===== src/rtl/la_cap_pkg.sv =====
package la_cap_pkg;
  typedef enum logic [2:0] {
    ST_IDLE    = 3'd0,
    ST_PREFILL = 3'd1,
    ST_ARMED   = 3'd2,
    ST_POST    = 3'd3,
    ST_DONE    = 3'd4
  } cap_state_t;

  typedef enum logic [1:0] {
    MD_SINGLE = 2'd0,
    MD_STEP   = 2'd1,
    MD_NOW    = 2'd2,
    MD_ALT    = 2'd3
  } cap_mode_t;
endpackage


===== src/rtl/la_rise_det.sv =====
module la_rise_det (
  input  logic clk,
  input  logic rst,
  input  logic lvl,
  output logic rise
);
  logic prev;

  always_ff @(posedge clk) begin
    if (rst) prev <= 1'b0;
    else     prev <= lvl;
  end

  assign rise = lvl & ~prev;
endmodule


===== src/rtl/la_ring_ptr.sv =====
module la_ring_ptr #(
  parameter int DEPTH = 1024
) (
  input  logic                     clk,
  input  logic                     rst,
  input  logic                     clr,
  input  logic                     adv,
  output logic [$clog2(DEPTH)-1:0] ptr,
  output logic [$clog2(DEPTH)-1:0] ptr_nxt
);
  localparam int AW = $clog2(DEPTH);
  localparam logic [AW-1:0] LAST = AW'(DEPTH - 1);

  assign ptr_nxt = (ptr == LAST) ? '0 : ptr + AW'(1);

  always_ff @(posedge clk) begin
    if (rst || clr) ptr <= '0;
    else if (adv)   ptr <= ptr_nxt;
  end
endmodule


===== src/rtl/la_sample_pack.sv =====
module la_sample_pack #(
  parameter int NPROBE  = 3,
  parameter int PROBE_W = 8
) (
  input  logic [PROBE_W-1:0]        probes [NPROBE],
  output logic [NPROBE*PROBE_W-1:0] word
);
  for (genvar k = 0; k < NPROBE; k++) begin : g_lane
    assign word[(NPROBE-1-k)*PROBE_W +: PROBE_W] = probes[k];
  end
endmodule


===== src/rtl/la_cap_fsm.sv =====
module la_cap_fsm
  import la_cap_pkg::*;
#(
  parameter int DEPTH = 1024
) (
  input  logic                     clk,
  input  logic                     rst,
  input  logic                     start_rise,
  input  logic                     stop_rise,
  input  logic [1:0]               mode_in,
  input  logic [$clog2(DEPTH)-1:0] loc_in,
  input  logic                     trig,
  input  logic [$clog2(DEPTH)-1:0] ptr_nxt,
  output cap_state_t               state,
  output logic                     wr_en,
  output logic                     ptr_clr,
  output logic [$clog2(DEPTH)-1:0] rd_ptr
);
  localparam int AW = $clog2(DEPTH);
  localparam int CW = $clog2(DEPTH + 1);
  localparam logic [AW-1:0] LOC_MAX = AW'(DEPTH - 1);

  cap_state_t       st_n;
  cap_mode_t        mode_q, mode_n, mode_req;
  logic [AW-1:0]    loc_q, loc_n, loc_c;
  logic [CW-1:0]    cnt, cnt_n, tgt;
  logic [AW-1:0]    rd_n;
  logic             full_run;

  assign mode_req = (cap_mode_t'(mode_in) == MD_ALT) ? MD_SINGLE : cap_mode_t'(mode_in);
  assign loc_c    = (int'(loc_in) > DEPTH - 1) ? LOC_MAX : loc_in;
  assign full_run = (mode_q == MD_STEP) || (mode_q == MD_NOW);
  assign tgt      = full_run ? CW'(DEPTH) : CW'(DEPTH) - CW'(loc_q);

  always_comb begin
    unique case (state)
      ST_PREFILL, ST_ARMED: wr_en = 1'b1;
      ST_POST:              wr_en = (mode_q == MD_STEP) ? trig : 1'b1;
      default:              wr_en = 1'b0;
    endcase
  end

  always_comb begin
    st_n    = state;
    cnt_n   = cnt;
    rd_n    = rd_ptr;
    mode_n  = mode_q;
    loc_n   = loc_q;
    ptr_clr = 1'b0;
    if (stop_rise) begin
      st_n = ST_IDLE;
    end else begin
      unique case (state)
        ST_IDLE: if (start_rise) begin
          ptr_clr = 1'b1;
          cnt_n   = '0;
          rd_n    = '0;
          mode_n  = mode_req;
          loc_n   = loc_c;
          if (mode_req == MD_STEP || mode_req == MD_NOW) st_n = ST_POST;
          else if (loc_c == '0)                          st_n = ST_ARMED;
          else                                           st_n = ST_PREFILL;
        end
        ST_PREFILL: begin
          if (cnt == CW'(loc_q) - CW'(1)) begin
            st_n  = ST_ARMED;
            cnt_n = '0;
          end else begin
            cnt_n = cnt + CW'(1);
          end
        end
        ST_ARMED: if (trig) begin
          if (tgt == CW'(1)) begin
            st_n = ST_DONE;
            rd_n = ptr_nxt;
          end else begin
            st_n  = ST_POST;
            cnt_n = CW'(1);
          end
        end
        ST_POST: if (wr_en) begin
          if (cnt == tgt - CW'(1)) begin
            st_n = ST_DONE;
            rd_n = ptr_nxt;
          end else begin
            cnt_n = cnt + CW'(1);
          end
        end
        default: ;
      endcase
    end
  end

  always_ff @(posedge clk) begin
    if (rst) begin
      state  <= ST_IDLE;
      cnt    <= '0;
      rd_ptr <= '0;
      mode_q <= MD_SINGLE;
      loc_q  <= '0;
    end else begin
      state  <= st_n;
      cnt    <= cnt_n;
      rd_ptr <= rd_n;
      mode_q <= mode_n;
      loc_q  <= loc_n;
    end
  end
endmodule


===== src/rtl/la_capture_ctrl.sv =====
module la_capture_ctrl
  import la_cap_pkg::*;
#(
  parameter int DEPTH   = 1024,
  parameter int NPROBE  = 3,
  parameter int PROBE_W = 8
) (
  input  logic                        clk,
  input  logic                        rst,
  input  logic                        req_start,
  input  logic                        req_stop,
  input  logic [1:0]                  trig_mode,
  input  logic [$clog2(DEPTH)-1:0]    trig_location,
  input  logic                        trig_in,
  input  logic [PROBE_W-1:0]          probes [NPROBE],
  output logic [2:0]                  state_o,
  output logic [$clog2(DEPTH)-1:0]    read_ptr,
  output logic [$clog2(DEPTH)-1:0]    write_ptr,
  output logic                        write_en,
  output logic [NPROBE*PROBE_W-1:0]   write_data
);
  localparam int AW = $clog2(DEPTH);

  logic          start_rise, stop_rise, ptr_clr;
  logic [AW-1:0] ptr_nxt;
  cap_state_t    state;

  la_rise_det u_start (.clk(clk), .rst(rst), .lvl(req_start), .rise(start_rise));
  la_rise_det u_stop  (.clk(clk), .rst(rst), .lvl(req_stop),  .rise(stop_rise));

  la_cap_fsm #(.DEPTH(DEPTH)) u_fsm (
    .clk(clk), .rst(rst), .start_rise(start_rise), .stop_rise(stop_rise),
    .mode_in(trig_mode), .loc_in(trig_location), .trig(trig_in),
    .ptr_nxt(ptr_nxt), .state(state), .wr_en(write_en),
    .ptr_clr(ptr_clr), .rd_ptr(read_ptr)
  );

  la_ring_ptr #(.DEPTH(DEPTH)) u_ptr (
    .clk(clk), .rst(rst), .clr(ptr_clr), .adv(write_en),
    .ptr(write_ptr), .ptr_nxt(ptr_nxt)
  );

  la_sample_pack #(.NPROBE(NPROBE), .PROBE_W(PROBE_W)) u_pack (
    .probes(probes), .word(write_data)
  );

  assign state_o = state;
endmodule


===== config.mk =====
export PLATFORM = sky130hd
export DESIGN_NAME = la_capture_ctrl
export DESIGN_NICKNAME = d
export VERILOG_FILES = /design/src/rtl/la_cap_pkg.sv /design/src/rtl/la_rise_det.sv /design/src/rtl/la_ring_ptr.sv /design/src/rtl/la_sample_pack.sv /design/src/rtl/la_cap_fsm.sv /design/src/rtl/la_capture_ctrl.sv
export SDC_FILE = /design/constraint.sdc
export NUM_CORES = 1
export LEC_CHECK = 0
export BUFFER_PORTS_ARGS = -buffer_cell sky130_fd_sc_hd__buf_2
export CAP_MARGIN = 20
export CORE_MARGIN = 2
export CORE_UTILIZATION = 55
export DETAILED_ROUTE_END_ITERATION = 6
export GPL_TIMING_DRIVEN = 0
export PLACE_DENSITY = 0.88
export SYNTH_ARGS = -nofsm -noshare
export SYNTH_HDL_FRONTEND = slang
export SYNTH_SLANG_ARGS = --single-unit

===== constraint.sdc =====
create_clock -name clk -period 5.7 [get_ports clk]
set_input_delay 0.285 -clock clk [delete_from_list [all_inputs] [get_ports clk]]
set_output_delay 0.285 -clock clk [all_outputs]
set_load 0.005 [all_outputs]

==> impl_metrics.ini <==
[pwr]
total_leakage_power_nw = 1.87
p_int_mw = 0.727
power.sequential.fraction_pct = 31.1
power_density_mw_per_mm2 = 256
power.share.combinational_pct = 42.8
clock_power_share_pct = 26.1
p_sw_share_pct = 37.4
peakVddDrop_v = 0.000177
power.switching_mw = 0.435

[timing]
min_period_over_period_pct = 77.5
rsz0062_at_grt = no
slew_headroom_pct = 28.5
final.setup.tns_ns = 0
clock_skew_ns = 0.00754
fin_crit_ns = 4.42
timing.final.setup_violations = 0
final-max-slew-violation-count = 0
final-hold-violation-count = 0
slew_at_the_pin_closest_to_its_max_slew_limit_ns = 1.06
fmax_ghz = 0.226

[setup_path]
worst_setup_path_start_kind = flip-flop
crit_path_end_kind = flip-flop
worstPathCellList = buf_6 -> clkbuf_1 -> inv_1 -> ha_1 -> nor3b_1 -> xor2_1 -> or3_1 -> a2111oi_0 -> nand4_1 -> o21ai_0 -> buf_2 -> buf_1 -> nor2_1 -> a211oi_1 -> o32ai_1
critPathMaxStageDelay_ns = 0.54
critical-path-slowest-cell = sky130_fd_sc_hd__nor3b_1
worst_ep_arrival_time_ns = 4.60
criticalPathCategory = flip-flop to flip-flop
crit_required_ns = 5.88
critical_path_fanouts_max = 10

[placed_design]
place.gp.congestion = 0.937
dp.final_hpwl_um = 7900
dpl-instance-area_mm2 = 0.00440
io_buffer_count = 64

[detailed_routing]
postRouteWirelength_um = 10400
drcViolationCount = 0
dr_total_vias = 4064
routed_via_density = 5.99
first_drt_pass_iteration_count = 5
drt_first_iter_violations = 429
drt-wirelength-per-cell_um = 15.3
antenna_left = 0

[clocking]
cts_inserted_buffers = 5
cell_at_the_root_of_the_clock_tree = sky130_fd_sc_hd__clkbuf_8
tritoncts = built
postCtsHoldBufs = 0
clkTransAtPathRegs_ns = 0.10
insertion_delay_ns = 0.31
h-tree-depth = 2
clkSinkCount = 48
ctsLongestPathBuffers = 2
postCtsSetupRepairBufs = 0
post_cts.resized_instances = 0

[die]
design.core.area_mm2 = 0.00687
std_cell_rows = 30
die-area_mm2 = 0.00789
floorplan.initialDensity_pct = 57.6
die_height_um = 88.8
num_io_pins = 89
die_w_um = 88.8

[status]
run_status = finished, final reports clean

[final_layout]
finish.instance_area_mm2 = 0.00454
layout-drive-gt1-share_pct = 21.3
area_growth_syn_to_layout_pct = 14.7
insertedDiodeCount = 0
final_nets = 631
utilization_pct = 66.1

[min_path]
min_path_type = input port to flip-flop

[global_routing]
gr-total-overflow = 0
grt_pass1_wl_um = 16500
grt_max_degree = 17
grt_pass1_vias = 3573
grt_util_all_layers_pct = 26.1
antenna_found_initial = 0

[yosys]
ys_dominant_reg_cell = sky130_fd_sc_hd__dfxtp_1
synth_enable_flop_cells = 0
postSynth.asyncResetShare_pct = 0
post_synth_instance_area_mm2 = 0.00396
synth.ff_latch_count = 48
synthesis.area_per_instance_um2 = 7.76
synth_seq_area_share_pct = 24.3
ys.warnings.count = 0
post_synth_inst_count = 510
postSynthNetCount = 559
synthDistinctLibCells = 75

[flow_run]
cap_viol_max_count = 0
cells in the mapped netlist, types with 3 or more instances:
library cell	instances	area [um2]
sky130_fd_sc_hd__a211oi_1	12	90.1
sky130_fd_sc_hd__a21bo_2	3	30.0
sky130_fd_sc_hd__a21boi_0	3	22.5
sky130_fd_sc_hd__a21o_1	4	30.0
sky130_fd_sc_hd__a21oi_1	16	80.1
sky130_fd_sc_hd__a31o_1	5	43.8
sky130_fd_sc_hd__a31oi_1	4	25.0
sky130_fd_sc_hd__and3_1	10	62.6
sky130_fd_sc_hd__and4_1	4	35.0
sky130_fd_sc_hd__buf_1	7	26.3
sky130_fd_sc_hd__buf_2	4	20.0
sky130_fd_sc_hd__buf_4	24	180
sky130_fd_sc_hd__clkbuf_1	26	97.6
sky130_fd_sc_hd__dfxtp_1	48	961
sky130_fd_sc_hd__ha_1	8	100
sky130_fd_sc_hd__inv_1	15	56.3
sky130_fd_sc_hd__mux2i_1	15	150
sky130_fd_sc_hd__nand2_1	37	139
sky130_fd_sc_hd__nand2b_1	7	43.8
sky130_fd_sc_hd__nand3_1	13	65.1
sky130_fd_sc_hd__nand3b_1	4	30.0
sky130_fd_sc_hd__nand4_1	7	43.8
sky130_fd_sc_hd__nor2_1	58	218
sky130_fd_sc_hd__nor2b_1	8	50.1
sky130_fd_sc_hd__nor3_1	19	95.1
sky130_fd_sc_hd__nor4_1	9	56.3
sky130_fd_sc_hd__nor4b_1	3	26.3
sky130_fd_sc_hd__o211ai_1	6	45.0
sky130_fd_sc_hd__o21a_1	6	45.0
sky130_fd_sc_hd__o21ai_0	16	80.1
sky130_fd_sc_hd__o32ai_1	9	78.8
sky130_fd_sc_hd__or2_2	4	25.0
sky130_fd_sc_hd__or3_1	7	43.8
sky130_fd_sc_hd__or4_1	4	30.0
sky130_fd_sc_hd__xnor2_1	21	184
sky130_fd_sc_hd__xor2_1	15	131
power groups by stage:
| stage | clock (mW) | combinational, mW | sequential, mW |
|---|---|---|---|
| floorplan | 0 | 0.375 | 0.366 |
| global placement | 0 | 0.468 | 0.368 |
| detailed placement | 0 | 0.479 | 0.369 |
| CTS | 0.307 | 0.484 | 0.361 |
| global route | 0.318 | 0.539 | 0.364 |
| finish | 0.303 | 0.497 | 0.362 |
worst max-delay path: cells and delay by family, from the launching register on:
family                     cells  cell delay, ns
and+or+nand+nor                4            1.24
buffers and inverters          5            1.18
AOI/OAI and AO/OA              4            1.13
DFF                            1            0.32
adders and majority gates      1            0.25
xor gates and xnor gates       1            0.18
metrics by stage:
| step | worst slack [ns] | power (mW) | hold slack (ns) | std cells |
|---|---|---|---|---|
| floorplan | 2.24 | 0.741 | 0.413 | 510 |
| global placement | 1.48 | 0.837 | 0.459 | 670 |
| detailed placement | 1.45 | 0.848 | 0.462 | 670 |
| CTS | 1.40 | 1.15 | 0.201 | 678 |
| global route | 0.804 | 1.22 | 0.233 | 679 |
| finish | 1.28 | 1.16 | 0.202 | 679 |
placed cells by master (no fill, tap or decap), types with 13 or more instances in the layout:
cell type                   n
sky130_fd_sc_hd__inv_1     15
sky130_fd_sc_hd__xor2_1    15
sky130_fd_sc_hd__buf_4     24
sky130_fd_sc_hd__a21oi_1   16
sky130_fd_sc_hd__mux2i_1   15
sky130_fd_sc_hd__nand3_1   13
sky130_fd_sc_hd__buf_2     69
sky130_fd_sc_hd__o21ai_0   16
sky130_fd_sc_hd__nand2_1   37
sky130_fd_sc_hd__nor3_1    19
sky130_fd_sc_hd__nor2_1    58
sky130_fd_sc_hd__clkbuf_1  26
sky130_fd_sc_hd__dfxtp_1   48
sky130_fd_sc_hd__xnor2_1   21
cell families (layout without fill, tap and decap cells):
| kind of cell | count (synthesis) | after routing | share of synthesized area [%] |
|---|---|---|---|
| AO/OA/AOI/OAI | 111 | 111 | 21.0 |
| multiplexers | 16 | 16 | 4.08 |
| adder cells (fa/ha/maj) | 8 | 8 | 2.53 |
| flip-flops | 48 | 48 | 24.3 |
| AND/OR/NAND/NOR | 210 | 210 | 28.7 |
| buffers and inverters | 79 | 152 | 10.3 |
| XOR/XNOR | 38 | 38 | 9.10 |
area by class of cell:
class	count	area (um2)
plain buffers	63	347
clock buffers	5	68.8
clock inverters	3	68.8
fillers	582	2330
inverters	16	60.1
multi-input cells	383	2590
flip-flops and latches	48	961
well taps	96	120
repair buffers	65	325
sequential cells by signal (all words and copies together) (netlist names):
register / flops
u_fsm.mode_q: 2
u_fsm.rd_ptr: 10
u_fsm.state: 3
u_ptr.ptr: 10
u_fsm.cnt: 11
u_fsm.loc_q: 10
u_stop.prev: 1
u_start.prev: 1
per-layer routing:
| layer | vias to the layer above | global-route usage, % | routed length (um) |
|---|---|---|---|
| met5 | - | 0 | 0 |
| met4 | 0 | 7.44 | 195 |
| met3 | 22 | 3.54 | 757 |
| met2 | 188 | 42.9 | 4900 |
| met1 | 1881 | 35.7 | 4540 |
| li1 | 1973 | - | - |
final timing paths:
path                                      start  depth (start not counted)  slack, ns              end
worst max-delay path             u_fsm.loc_q[0]                         15       1.28     u_fsm.cnt[2]
worst min-delay path                   req_stop                          2       0.20      u_stop.prev
worst max register to register   u_fsm.loc_q[0]                         15       1.28     u_fsm.cnt[2]
worst min register to register  u_fsm.rd_ptr[6]                          1       0.48  u_fsm.rd_ptr[6]
Note: power is estimated with default switching activity, not from simulation.
